[src/rtl/sro_pkg.sv]
package sro_pkg;

    localparam int GRP_N    = 3;
    localparam int GRP_BITS = 8;
    localparam int WORD     = GRP_N * GRP_BITS;
    localparam int LEN_W    = $clog2(WORD + 1);

    localparam logic [4:0] ADR_CTLA  = 5'h00;
    localparam logic [4:0] ADR_CTLB  = 5'h04;
    localparam logic [4:0] ADR_DATA  = 5'h08;
    localparam logic [4:0] ADR_SPARE = 5'h0C;
    localparam logic [4:0] ADR_ACC   = 5'h10;

    localparam logic [1:0] SRC_BUSCLK = 2'b10;

    typedef struct packed {
        logic       sw_mode;
        logic       rise_edge;
        logic [1:0] modem_own;
        logic [2:0] phya_own;
        logic [2:0] phyb_own;
        logic [1:0] src;
        logic [1:0] rate;
        logic [2:0] grp_en;
    } sro_cfg_t;

    localparam sro_cfg_t CFG_RESET = '{sw_mode: 1'b1, default: '0};

    typedef enum logic [1:0] {
        ST_IDLE,
        ST_LEAD,
        ST_TRAIL,
        ST_LATCH
    } sro_state_e;

    function automatic logic [LEN_W-1:0] shift_len(input logic [2:0] grp);
        if (grp[2])      return LEN_W'(3 * GRP_BITS);
        else if (grp[1]) return LEN_W'(2 * GRP_BITS);
        else if (grp[0]) return LEN_W'(GRP_BITS);
        else             return '0;
    endfunction

endpackage

[src/rtl/sro_regs.sv]
module sro_regs
    import sro_pkg::*;
(
    input  logic            clk,
    input  logic            rst,
    input  logic            bus_sel,
    input  logic            bus_we,
    input  logic [4:0]      bus_addr,
    input  logic [31:0]     bus_wdata,
    output logic [31:0]     bus_rdata,
    input  logic            busy,
    output sro_cfg_t        cfg,
    output logic [WORD-1:0] cpu_word,
    output logic            upd_req
);

    logic [31:0] data_q;
    logic [31:0] spare_q;
    logic        wr_a, wr_b;

    assign wr_a = bus_sel && bus_we && (bus_addr == ADR_CTLA);
    assign wr_b = bus_sel && bus_we && (bus_addr == ADR_CTLB);

    always_ff @(posedge clk) begin
        if (rst) begin
            cfg     <= CFG_RESET;
            data_q  <= '0;
            spare_q <= '0;
            upd_req <= 1'b0;
        end else begin
            upd_req <= wr_a && bus_wdata[31];
            if (wr_a) begin
                cfg.sw_mode   <= bus_wdata[31];
                cfg.phya_own  <= bus_wdata[29:27];
                cfg.rise_edge <= bus_wdata[26];
                cfg.modem_own <= bus_wdata[25:24];
            end
            if (wr_b) begin
                cfg.src      <= bus_wdata[31:30];
                cfg.rate     <= bus_wdata[24:23];
                cfg.phyb_own <= bus_wdata[17:15];
                cfg.grp_en   <= bus_wdata[2:0];
            end
            if (bus_sel && bus_we && (bus_addr == ADR_DATA))  data_q  <= bus_wdata;
            if (bus_sel && bus_we && (bus_addr == ADR_SPARE)) spare_q <= bus_wdata;
        end
    end

    always_comb begin
        unique case (bus_addr)
            ADR_CTLA:  bus_rdata = {cfg.sw_mode, 1'b0, cfg.phya_own, cfg.rise_edge,
                                    cfg.modem_own, 24'b0};
            ADR_CTLB:  bus_rdata = {cfg.src, 5'b0, cfg.rate, 5'b0, cfg.phyb_own,
                                    12'b0, cfg.grp_en};
            ADR_DATA:  bus_rdata = data_q;
            ADR_SPARE: bus_rdata = spare_q;
            ADR_ACC:   bus_rdata = {31'b0, busy};
            default:   bus_rdata = '0;
        endcase
    end

    assign cpu_word = data_q[WORD-1:0];

endmodule

[src/rtl/sro_rate_timer.sv]
module sro_rate_timer #(
    parameter int CLK_HZ = 4000
) (
    input  logic       clk,
    input  logic       rst,
    input  logic       enable,
    input  logic [1:0] rate,
    output logic       tick
);

    localparam int CW = $clog2(CLK_HZ / 2 + 1);

    logic [CW-1:0] cnt;
    logic [CW-1:0] period;

    always_comb begin
        unique case (rate)
            2'b00: period = CW'(CLK_HZ / 2);
            2'b01: period = CW'(CLK_HZ / 4);
            2'b10: period = CW'(CLK_HZ / 8);
            default: period = CW'(CLK_HZ / 10);
        endcase
    end

    assign tick = enable && (cnt >= period - 1'b1);

    always_ff @(posedge clk) begin
        if (rst || !enable || tick) cnt <= '0;
        else                        cnt <= cnt + 1'b1;
    end

endmodule

[src/rtl/sro_merge.sv]
module sro_merge
    import sro_pkg::*;
(
    input  sro_cfg_t        cfg,
    input  logic [WORD-1:0] cpu_word,
    input  logic [1:0]      modem_lane,
    input  logic [2:0]      phya_lane,
    input  logic [2:0]      phyb_lane,
    output logic [WORD-1:0] out_word
);

    logic [GRP_BITS-1:0] own;
    logic [GRP_BITS-1:0] lane;

    assign own  = {cfg.phyb_own, cfg.phya_own, cfg.modem_own};
    assign lane = {phyb_lane, phya_lane, modem_lane};

    for (genvar i = 0; i < WORD; i++) begin : g_bit
        if (i < GRP_BITS) begin : g_shared
            assign out_word[i] = own[i] ? lane[i] : cpu_word[i];
        end else begin : g_cpu
            assign out_word[i] = cpu_word[i];
        end
    end

endmodule

[src/rtl/sro_shifter.sv]
module sro_shifter
    import sro_pkg::*;
#(
    parameter int HALF = 2
) (
    input  logic             clk,
    input  logic             rst,
    input  logic             start,
    input  logic [WORD-1:0]  word,
    input  logic [LEN_W-1:0] len,
    input  logic             rise_edge,
    output logic             ser_data,
    output logic             ser_clk,
    output logic             ser_latch,
    output logic             busy,
    output logic             clk_act
);

    localparam int DIV_W = (HALF > 1) ? $clog2(HALF) : 1;
    localparam logic [DIV_W-1:0] DIV_LAST = DIV_W'(HALF - 1);

    sro_state_e       state;
    logic             pend;
    logic             edge_q;
    logic [WORD-1:0]  shreg;
    logic [LEN_W-1:0] left;
    logic [DIV_W-1:0] div;

    always_ff @(posedge clk) begin
        if (rst) begin
            state   <= ST_IDLE;
            pend    <= 1'b0;
            edge_q  <= 1'b0;
            shreg   <= '0;
            left    <= '0;
            div     <= '0;
            clk_act <= 1'b0;
        end else begin
            pend <= pend | start;
            unique case (state)
                ST_IDLE: begin
                    pend <= 1'b0;
                    if ((start || pend) && (len != '0)) begin
                        shreg  <= word << (WORD - int'(len));
                        left   <= len;
                        div    <= '0;
                        edge_q <= rise_edge;
                        state  <= ST_LEAD;
                    end
                end
                ST_LEAD: begin
                    if (div == DIV_LAST) begin
                        div     <= '0;
                        clk_act <= 1'b1;
                        state   <= ST_TRAIL;
                    end else begin
                        div <= div + 1'b1;
                    end
                end
                ST_TRAIL: begin
                    if (div == DIV_LAST) begin
                        div     <= '0;
                        clk_act <= 1'b0;
                        if (left == LEN_W'(1)) begin
                            state <= ST_LATCH;
                        end else begin
                            shreg <= shreg << 1;
                            left  <= left - 1'b1;
                            state <= ST_LEAD;
                        end
                    end else begin
                        div <= div + 1'b1;
                    end
                end
                default: state <= ST_IDLE;
            endcase
        end
    end

    assign ser_data  = shreg[WORD-1];
    assign ser_clk   = clk_act ^ ~edge_q;
    assign ser_latch = (state == ST_LATCH);
    assign busy      = (state != ST_IDLE);

endmodule

[src/rtl/sro_ctrl.sv]
module sro_ctrl
    import sro_pkg::*;
#(
    parameter int CLK_HZ   = 4000,
    parameter int SCK_HALF = 2
) (
    input  logic        clk,
    input  logic        rst,
    input  logic        bus_sel,
    input  logic        bus_we,
    input  logic [4:0]  bus_addr,
    input  logic [31:0] bus_wdata,
    output logic [31:0] bus_rdata,
    input  logic [1:0]  modem_lane,
    input  logic [2:0]  phya_lane,
    input  logic [2:0]  phyb_lane,
    output logic        ser_data,
    output logic        ser_clk,
    output logic        ser_latch
);

    sro_cfg_t        cfg;
    logic [WORD-1:0] cpu_word;
    logic [WORD-1:0] merged;
    logic            upd_req;
    logic            tick;
    logic            busy_w;
    logic            clk_act_w;
    logic            auto_en;

    sro_regs u_regs (
        .clk       (clk),
        .rst       (rst),
        .bus_sel   (bus_sel),
        .bus_we    (bus_we),
        .bus_addr  (bus_addr),
        .bus_wdata (bus_wdata),
        .bus_rdata (bus_rdata),
        .busy      (busy_w),
        .cfg       (cfg),
        .cpu_word  (cpu_word),
        .upd_req   (upd_req)
    );

    assign auto_en = !cfg.sw_mode && (cfg.src == SRC_BUSCLK);

    sro_rate_timer #(.CLK_HZ(CLK_HZ)) u_timer (
        .clk    (clk),
        .rst    (rst),
        .enable (auto_en),
        .rate   (cfg.rate),
        .tick   (tick)
    );

    sro_merge u_merge (
        .cfg        (cfg),
        .cpu_word   (cpu_word),
        .modem_lane (modem_lane),
        .phya_lane  (phya_lane),
        .phyb_lane  (phyb_lane),
        .out_word   (merged)
    );

    sro_shifter #(.HALF(SCK_HALF)) u_shift (
        .clk       (clk),
        .rst       (rst),
        .start     (upd_req || tick),
        .word      (merged),
        .len       (shift_len(cfg.grp_en)),
        .rise_edge (cfg.rise_edge),
        .ser_data  (ser_data),
        .ser_clk   (ser_clk),
        .ser_latch (ser_latch),
        .busy      (busy_w),
        .clk_act   (clk_act_w)
    );

endmodule

[config.mk]
export PLATFORM = sky130hd
export DESIGN_NAME = sro_ctrl
export DESIGN_NICKNAME = d
export VERILOG_FILES = /design/src/rtl/sro_pkg.sv /design/src/rtl/sro_regs.sv /design/src/rtl/sro_rate_timer.sv /design/src/rtl/sro_merge.sv /design/src/rtl/sro_shifter.sv /design/src/rtl/sro_ctrl.sv
export SDC_FILE = /design/constraint.sdc
export NUM_CORES = 1
export LEC_CHECK = 0
export BUFFER_PORTS_ARGS = -buffer_cell sky130_fd_sc_hd__buf_4
export CAP_MARGIN = 20
export CELL_PAD_IN_SITES_DETAIL_PLACEMENT = 0
export CELL_PAD_IN_SITES_GLOBAL_PLACEMENT = 1
export CORE_UTILIZATION = 47
export DETAILED_ROUTE_END_ITERATION = 7
export MAX_ROUTING_LAYER = met4
export PLACE_DENSITY = 0.84
export SYNTH_ARGS = -nofsm -noshare
export SYNTH_HDL_FRONTEND = slang
export SYNTH_SLANG_ARGS = --single-unit
[constraint.sdc]
create_clock -name clk -period 5.07 [get_ports clk]
set_input_delay 0.7605 -clock clk [delete_from_list [all_inputs] [get_ports clk]]
set_output_delay 0.7605 -clock clk [all_outputs]
set_load 0.01 [all_outputs]
==> flow_summary.toml, run 1 <==
[run_status]
outcome = "finished, final reports clean"

[clock_network]
clk_transition_reported_paths_ns = 0.06
htreeDepth = 4
ctsHoldBuffers = 0
clkLatencyLatePin_ns = 0.41
cts_buffer_depth = 2
cts_root_buf = "clkbuf_16"
numCtsBuffers = 17
cts.sinks = 128
cts_resized = 0
cts_setup_buffers = 0
cts_tree = "done"

[timing]
post-route-period-util = 0.7104
fmaxAchievable_mhz = 277.6
min_period_ns = 3.602
final.setup.tns_ns = 0
final_max_slew_viol_count = 0
slew_headroom = 0.2385
clock_skew_ns = 0.004297
grt_setup_unrepaired = "false"
tightest_slew_ns = 1.142
hold_viol = 0
setup_violations = 0

[routing]
routed_wl_um = 17150
m1WireLength_um = 8002
drtIter0Drc = 464
topRoutingLayerUsed = "met4"
drc_errors = 0
vias_per_cell = 5.573
wl_met2_um = 8021
postRouteAntennaNets = 0
wl_per_cell_um = 16.73
vias = 5712
firstDrtPassIters = 5
wl_met3_um = 824

[placement]
dpl.hpwl_um = 11520
io_buffers = 83
placed_cells = 993
place_area_um2 = 7139
place_congestion = 0.8361

[layout]
stdcell_count = 1025
register_area_um2 = 2562
design_area_um2 = 7825
fillers = 1216
num-nets-final = 905
multiInputGateArea_um2 = 3617
drive_above_1_share = 0.1979
antenna_cells = 0
areaGrowthSynthToFinish_pct = 20.59

[floorplan]
initial_core_util = 0.4861
die_h_um = 119.5
die_area_um2 = 14280
rows = 42
die_w_um = 119.5
boundaryPins = 84
core_area_um2 = 13350

[synth]
synth_top_area_cell = "dfxtp_1"
synth.distinct_cells = 56
ys.flop_type = "dfxtp_1"
synth_cells = 782
yosysMostFrequentCell = "nand2_1"
yosys_warnings = 0
synthesis.area_um2 = 6489
synth_top_area_share = 0.3949
synthArstFlopShare = 0
ys_seq_area_frac = 0.3949
avgSynthCellArea_um2 = 8.298
ys_seq_elements = 128
synth_edf_count = 0
synth_nets = 851
synth_area_leaders = "dfxtp_1 (39%), nand2_1 (11%), a21oi_1 (5.6%), mux2i_1 (5.6%), mux2_2 (4.9%)"
yosys-top-cells-count = "nand2_1 (186), dfxtp_1 (128), a21oi_1 (73)"

[power]
power_leakage_uw = 0.003060
power.density_nw_per_um2 = 365.2
vdd_ir_drop_max_uv = 233.7

[setup_path]
cp.required_ns = 5.41
crit_arrival_ns = 3.94
startpoint_type = "flop"
worst-setup-path-type = "flop to flop"
cp_max_fo = 15
end_kind = "flop"

[hold_path]
min_path_type = "flop to flop"

[global_routing]
grt_max_degree = 104
grt_overflow = 0
grt_pass1_wl_um = 27990
grt_usage = 0.2556
grt_antenna_before_repair = 0
grt_pass1_vias = 5490

[flow_run]
maxCapViolations = 0
final cells by class:
type / instances / share of cell area
well taps: 176 / 0.02814
flip-flops and latches: 128 / 0.3275
multi-input cells: 584 / 0.4623
inverters: 13 / 0.006236
clock inverters: 13 / 0.02974
clock buffers: 19 / 0.05788
repair buffers: 92 / 0.08826
layer usage:
layer | up-vias | global-route usage
li1 | 2815 | -
met1 | 2733 | 0.3325
met2 | 146 | 0.3931
met3 | 18 | 0.05513
met4 | 0 | 0.08828
met5 | - | -
metrics by stage:
step	power, µW	worst slack [ns]	utilization	hold WS [ns]
floorplan	1371	2.202	-	0.4329
global placement	1461	1.556	0.5349	0.4408
detailed placement	1469	1.486	0.5349	0.4428
CTS	2878	1.449	0.5862	0.4504
global route	2966	1.230	0.5862	0.4687
finish	2858	1.468	0.5862	0.4529
worst paths after layout:
kind,end,slack (ns),depth (start not counted),start
min reg2reg,u_regs.spare_q[23],0.45,2,u_regs.spare_q[23]
max,u_shift.shreg[14],1.47,11,u_regs.cfg[4]
max reg2reg,u_shift.shreg[14],1.47,11,u_regs.cfg[4]
min,u_regs.spare_q[23],0.45,2,u_regs.spare_q[23]
state kept, by name (all words and copies together), names as in the netlist, 2 cells and up:
register        count
u_regs.cfg         17
u_regs.data_q      32
u_regs.spare_q     32
u_shift.left        5
u_shift.shreg      24
u_shift.state       2
u_timer.cnt        11
power breakdown:
group / total [µW] / switching, µW / leakage, µW / internal (µW)
logic: 414 / 269 / 0.00171 / 145
registers: 1040 / 14.3 / 0.00103 / 1020
clock network: 1410 / 457 / 0.000322 / 949
total: 2860 / 740 / 0.00306 / 2120
cells in the final DEF, fill, tap and decap left out, types with 10 or more instances in the layout:
| cell | netlist | routed |
|---|---|---|
| a22oi_1 | 19 | 19 |
| nand3_1 | 15 | 15 |
| buf_4 | 0 | 92 |
| o31ai_1 | 10 | 10 |
| inv_1 | 12 | 12 |
| a21oi_1 | 73 | 73 |
| nor2b_1 | 21 | 21 |
| mux2i_1 | 36 | 36 |
| and3_1 | 11 | 11 |
| clkbuf_16 | 0 | 17 |
| a221oi_1 | 11 | 11 |
| a22o_1 | 17 | 17 |
| ha_1 | 20 | 20 |
| nand2_1 | 186 | 186 |
| nor2_1 | 58 | 58 |
| dfxtp_1 | 128 | 128 |
| mux2_2 | 28 | 28 |
worst max-delay path, cell delays in order, from the launching register on:
cell and delay [ns]:
dfxtp_1 0.43, inv_1 0.10, ha_1 0.31, inv_1 0.05, ha_1 0.29, o21ai_0 0.16
nor2_1 0.07, o311a_4 0.39, nor4_4 0.46, or3_1 0.68, buf_4 0.39, mux2i_1 0.21
cell families after synthesis:
group / Yosys count / synth area share
and+or+nand+nor: 324 / 0.2214
AOI/OAI and AO/OA: 163 / 0.1716
DFF: 128 / 0.3949
buffers and inverters: 70 / 0.04840
muxes: 66 / 0.1111
adders and majority gates: 20 / 0.03857
xor gates and xnor gates: 10 / 0.01350
other: 1 / 0.0005779
Note: power is estimated with default switching activity, not from simulation.
==> run 2, diff against run 1 <==
Settings changed: ABC_AREA set to 1, CORE_UTILIZATION 47 to 37, PLACE_DENSITY 0.84 to 0.74.
Clock period 5.07 ns to 3 ns, I/O delays scaled along.
==> flow_summary.toml, run 2 <==
[run_status]
outcome = "finished, final reports clean"

[setup_path]
startpoint_type = "flop"
crit_arrival_ns = 2.99
path_buf_inv = 3
path_depth = 16
r2r_end = "u_shift.shreg[21]"
slowest_delay_ns = 0.40
cpMostUsedCell = "nand2_1"
cp.required_ns = 3.36
rrSetupSlack_ns = 0.37
timing.rr.start = "u_regs.cfg[4]"
cpMaxStageDelayCell = "dfxtp_1"
worst-setup-path-type = "flop to flop"
cp_max_fo = 24
reg2reg_depth = 16
path_cells = "inv_1 > ha_1 > inv_1 > ha_1 > nand2_1 > nor2_1 > nand3_1 > nand4_1 > nand2_1 > nand2_1 > nand2_2 > nand2_4 > nand3_4 > nand2_1 > inv_1 > nor2_1"
end_kind = "flop"
cp_top_family = "simple AND/OR/NAND/NOR gates"

[routing]
vias = 5996
vias_per_cell = 4.774
firstDrtPassIters = 4
postRouteAntennaNets = 0
drc_errors = 0
routed_wl_um = 17840
wl_per_cell_um = 14.20
drtIter0Drc = 428

[placement]
dp_slack_ns = 0.2058
place_congestion = 0.7810
io_buffers = 83
dpl.hpwl_um = 12000

[timing]
hold_viol = 0
setup_violations = 0
hold_ws_ns = 0.2228
grt_setup_unrepaired = "false"
clock_skew_ns = 0.009746
min_period_ns = 2.635
tightest_slew_ns = 0.6922
slew_headroom = 0.5337
final_max_slew_viol_count = 0
worst_slack_ns = 0.3653
post-route-period-util = 0.8782
fmaxAchievable_mhz = 379.5
final.setup.tns_ns = 0

[layout]
num-nets-final = 1092
drive_above_1_share = 0.1409
top_regs = "u_regs.data_q (32), u_regs.spare_q (32), u_shift.shreg (24)"
antenna_cells = 0
areaGrowthSynthToFinish_pct = 21.33
final_common_cell = "nand2_1"
final_cell_mix = "nand2_1 (187), nor2_1 (162), o21ai_0 (133)"

[synth]
synth_nets = 1026
ys_seq_elements = 128
yosys-top-cells-count = "nand2_1 (187), nor2_1 (163), o21ai_0 (133)"
ys_seq_area_frac = 0.3974
synth_top_area_share = 0.3974
synth_top_area_cell = "dfxtp_1"
synthArstFlopShare = 0
synth_area_leaders = "dfxtp_1 (40%), nand2_1 (11%), o21ai_0 (10%), nor2_1 (9.5%), inv_1 (6.9%)"
avgSynthCellArea_um2 = 6.737
synth_cells = 957
ys.flop_type = "dfxtp_1"
synth_edf_count = 0
synth.distinct_cells = 40
yosysMostFrequentCell = "nand2_1"
synthesis.area_um2 = 6447
yosys_warnings = 0

[power]
vdd_ir_drop_max_uv = 409.3
power_uw = 4720
power_leakage_uw = 0.003441
power.density_nw_per_um2 = 603.3

[floorplan]
die_w_um = 134.0
die_area_um2 = 17960
initial_core_util = 0.3834
core_area_um2 = 16820
rows = 47
die_h_um = 134.0
boundaryPins = 84

[clock_network]
cts_buffer_depth = 2
clk_transition_reported_paths_ns = 0.06
htreeDepth = 4
cts_tree = "done"
numCtsBuffers = 17
cts_root_buf = "clkbuf_16"
clkLatencyLatePin_ns = 0.43
cts.sinks = 128

[global_routing]
grt_max_degree = 115
grt_usage = 0.2105
grt_pass1_vias = 5646
grt_antenna_before_repair = 0
grt_pass1_wl_um = 28850
grt_overflow = 0

[hold_path]
min_path_type = "input port to flop"
min_to = "u_shift.pend"
whs_path_depth = 2
min_from = "rst"

[flow_run]
maxCapViolations = 0
==> run 2: changes by cell type in the layout (fill, tap and decap cells not counted), moves of 23 or more <==
cell	delta
inv_1	+105
mux2_2	-28
o21ai_0	+125
mux2i_1	-36
nor2_1	+104
nand4_1	+23
==> run 2: logic make-up (layout without fill, tap and decap cells) <==
logic type | count (synthesis) | after routing | synth area share
compound gates | 222 | 222 | 0.1844
other cells | 1 | 1 | 0.0005816
fa+ha+maj | 20 | 20 | 0.03881
xor+xnor | 6 | 6 | 0.008151
flops | 128 | 128 | 0.3974
buf+inv | 173 | 251 | 0.1071
simple gates | 407 | 408 | 0.2635
==> run 2: per-layer routing <==
layer | part of all wire | track usage | vias to the layer above
li1 | - | - | 3210
met1 | 0.52 | 0.2858 | 2666
met2 | 0.43 | 0.3071 | 107
met3 | 0.043 | 0.05026 | 13
met4 | 0.012 | 0.06376 | 0
met5 | 0 | - | -
==> run 2: power breakdown <==
part	internal (µW)	leakage, µW	total [µW]	switching, µW
logic	306	0.00213	882	576
clock network	1150	0.000272	1990	839
registers	1800	0.00104	1850	44.7
==> run 2: worst max-delay path by stage <==
stage / endpoint / slack [ns] / from
final: u_shift.shreg[21] / 0.37 / u_regs.cfg[4]
after detailed placement: u_shift.shreg[0] / 0.21 / u_regs.cfg[4]
after CTS: u_shift.shreg[21] / 0.18 / u_regs.cfg[4]
after floorplan: u_shift.left[0] / 0.86 / u_regs.cfg[4]
after global placement: u_shift.shreg[0] / 0.31 / u_regs.cfg[4]
after global routing: u_shift.shreg[5] / 0.04 / u_regs.cfg[4]
==> run 2: through the flow <==
stage	util	instance area (µm²)	instances
2_1_floorplan	-	6447	957
3_3_place_gp	0.4306	7242	1223
3_5_place_dp	0.4306	7242	1223
4_1_cts	0.4641	7805	1255
5_1_grt	0.4651	7823	1256
6_report	0.4651	7823	1256
==> run 2: area by class of cell <==
class,instances,area (µm²)
tap,220,275.3
clock buffer,18,429.2
clock inverter,14,133.9
fill,1868,8996
timing repair buffer,96,745.7
inverter,123,461.7
sequential,128,2562
multi-input combinational,657,3214
==> run 2: repair_timing <==
item / 4_1_cts / 5_1_grt
endpoints found under the setup margin: 0 / 29
buffers inserted: 0 / 0
hold buffers: 0 / 0
gates resized for setup: 0 / 1
==> run 3, diff against run 2 <==
Settings changed: PLACE_DENSITY 0.74 to not set, PLACE_DENSITY_LB_ADDON set to 0.15.
Clock period 3 ns to 2.2 ns, I/O delays scaled along.
==> flow_summary.toml, run 3 (synthesis gave the netlist of run 2 again) <==
[run_status]
outcome = "finished with violations"
violations = "setup timing"

[clock_network]
cts.sinks = 128
clkLatencyLatePin_ns = 0.43
cts_root_buf = "clkbuf_16"
clk_transition_reported_paths_ns = 0.06
htreeDepth = 4
cts_buffer_depth = 2
cts_tree = "done"
numCtsBuffers = 17

[setup_path]
rrSetupSlack_ns = -0.05
r2r_end = "u_shift.shreg[4]"
crit_end = "u_shift.shreg[4]"
cp.required_ns = 2.56
startpoint_type = "flop"
end_kind = "flop"
cpMaxStageDelayCell = "dfxtp_2"
startpoint = "u_regs.cfg[3]"
slowest_delay_ns = 0.36
worst-setup-path-type = "flop to flop"
path_cells = "inv_4 > ha_4 > inv_4 > ha_4 > nand2_4 > inv_1 > nand2_1 > nand2_1 > nand2_1 > nand4_1 > nand2_1 > nand2_2 > nand2_2 > nand2_4 > nand3_4 > buf_6 > buf_16 > nand2_2 > nand2_1 > nor2_1"
timing.rr.start = "u_regs.cfg[3]"
cp_max_fo = 7
cpMostUsedCell = "nand2_1"
crit_arrival_ns = 2.61
reg2reg_depth = 20

[timing]
tightest_slew_ns = 0.9169
final_max_slew_viol_count = 0
fmaxAchievable_mhz = 444.9
setup_violations = 29
grt_setup_unrepaired = "true"
clock_skew_ns = 0.01277
post-route-period-util = 1.022
min_period_ns = 2.248
hold_viol = 0
worst_slack_ns = -0.04787
slew_headroom = 0.3878

[floorplan]
rows = 47
initial_core_util = 0.3834
boundaryPins = 84
core_area_um2 = 16820
die_w_um = 134.0
die_h_um = 134.0
die_area_um2 = 17960

[routing]
vias = 6227
wl_met3_um = 737
topRoutingLayerUsed = "met4"
postRouteAntennaNets = 0
drtIter0Drc = 434
vias_per_cell = 4.838
firstDrtPassIters = 5
wl_met2_um = 8603
routed_wl_um = 18880
drc_errors = 0
wl_per_cell_um = 14.67
m1WireLength_um = 9396

[layout]
num-nets-final = 1124
areaGrowthSynthToFinish_pct = 31.05
fillers = 1760
final_core_util = 0.5024
multiInputGateArea_um2 = 3437
register_area_um2 = 2565
design_area_um2 = 8449
top_regs = "u_regs.data_q (32), u_regs.spare_q (32), u_shift.shreg (24)"
final_common_cell = "nand2_1"
antenna_cells = 0
drive_above_1_share = 0.2146
final_cell_mix = "nand2_1 (165), nor2_1 (154), o21ai_0 (133)"

[global_routing]
grt_pass1_vias = 5988
grt_antenna_before_repair = 0
grt_overflow = 0
grt_pass1_wl_um = 31210
grt_usage = 0.2284
grt_max_degree = 61

[flow_run]
maxCapViolations = 0

[hold_path]
min_path_type = "input port to flop"

[placement]
place_congestion = 0.7874
place_area_um2 = 7430
io_buffers = 83
dpl.hpwl_um = 12380

[power]
power.density_nw_per_um2 = 820.9
vdd_ir_drop_max_uv = 544.8
power_leakage_uw = 0.003641
[run 3: cell count changes in the layout (fill, tap and decap cells not counted), moves of 5 or more]
cell / previous run / this run
nand2_2: 1 / 20
nand2_1: 187 / 165
ha_1: 20 / 9
nor2_1: 162 / 154
nor2_2: 3 / 10
ha_4: 0 / 10
buf_4: 94 / 114
inv_1: 117 / 112
[run 3: how the worst min path moves through the flow]
stage	startpoint	endpoint	slack (ns)	depth (start not counted)
final	rst	u_regs.upd_req	0.11	2
after global routing	rst	u_shift.edge_q	0.11	2
after CTS	rst	u_regs.upd_req	0.1	2
after detailed placement	u_regs.data_q[17]	u_regs.data_q[17]	0.46	2
after global placement	u_regs.data_q[17]	u_regs.data_q[17]	0.46	2
after floorplan	rst	u_shift.edge_q	0.40	1
[run 3: critical path: cells and delay by family (launching register included)]
family / cells / cell delay [ns]
adder cells (fa/ha/maj): 2 / 0.53
buffers and inverters: 5 / 0.45
flip-flops: 1 / 0.36
AND/OR/NAND/NOR: 13 / 0.87
[run 3: layout make-up]
type                            count  share of cell area
Inverter                          123             0.05553
Sequential cell                   128              0.3036
Timing Repair Buffer              129              0.1342
Multi-Input combinational cell    656              0.4068
Tap cell                          220             0.03258
Clock buffer                       18             0.05079
Clock inverter                     13             0.01659
[run 3: report_power, final]
part	leakage [µW]	switching [µW]	internal [µW]
logic	0.00234	917	753
clock network	0.000269	1080	1660
registers	0.00104	62.4	2460
total	0.00364	2060	4870
[run 3: routing by layer]
metal,vias up,global-route usage
li1,3270,-
met1,2841,0.3042
met2,103,0.3489
met3,13,0.05291
met4,0,0.05366
met5,-,-
[run 3: timing repair]
item                       in CTS  in global routing
resized for setup              47                 28
hold buffers                    0                  0
pin swaps                      27                 18
setup buffers                  10                  0
setup endpoints to repair      32                 41
cloned                          3                  0
[run 3: through the flow]
step / setup WS, ns / power [µW] / cells / setup TNS, ns / hold slack (ns)
after floorplan: 0.05867 / 3475 / 957 / 0 / 0.3991
final: -0.04787 / 6936 / 1287 / -0.7136 / 0.1136
after global placement: -0.01246 / 3846 / 1243 / -0.01246 / 0.4576
after global routing: -0.2165 / 7346 / 1287 / -6.179 / 0.1100
after detailed placement: -0.05289 / 3851 / 1243 / -0.9755 / 0.4573
after CTS: -0.05482 / 6923 / 1287 / -0.7675 / 0.09730
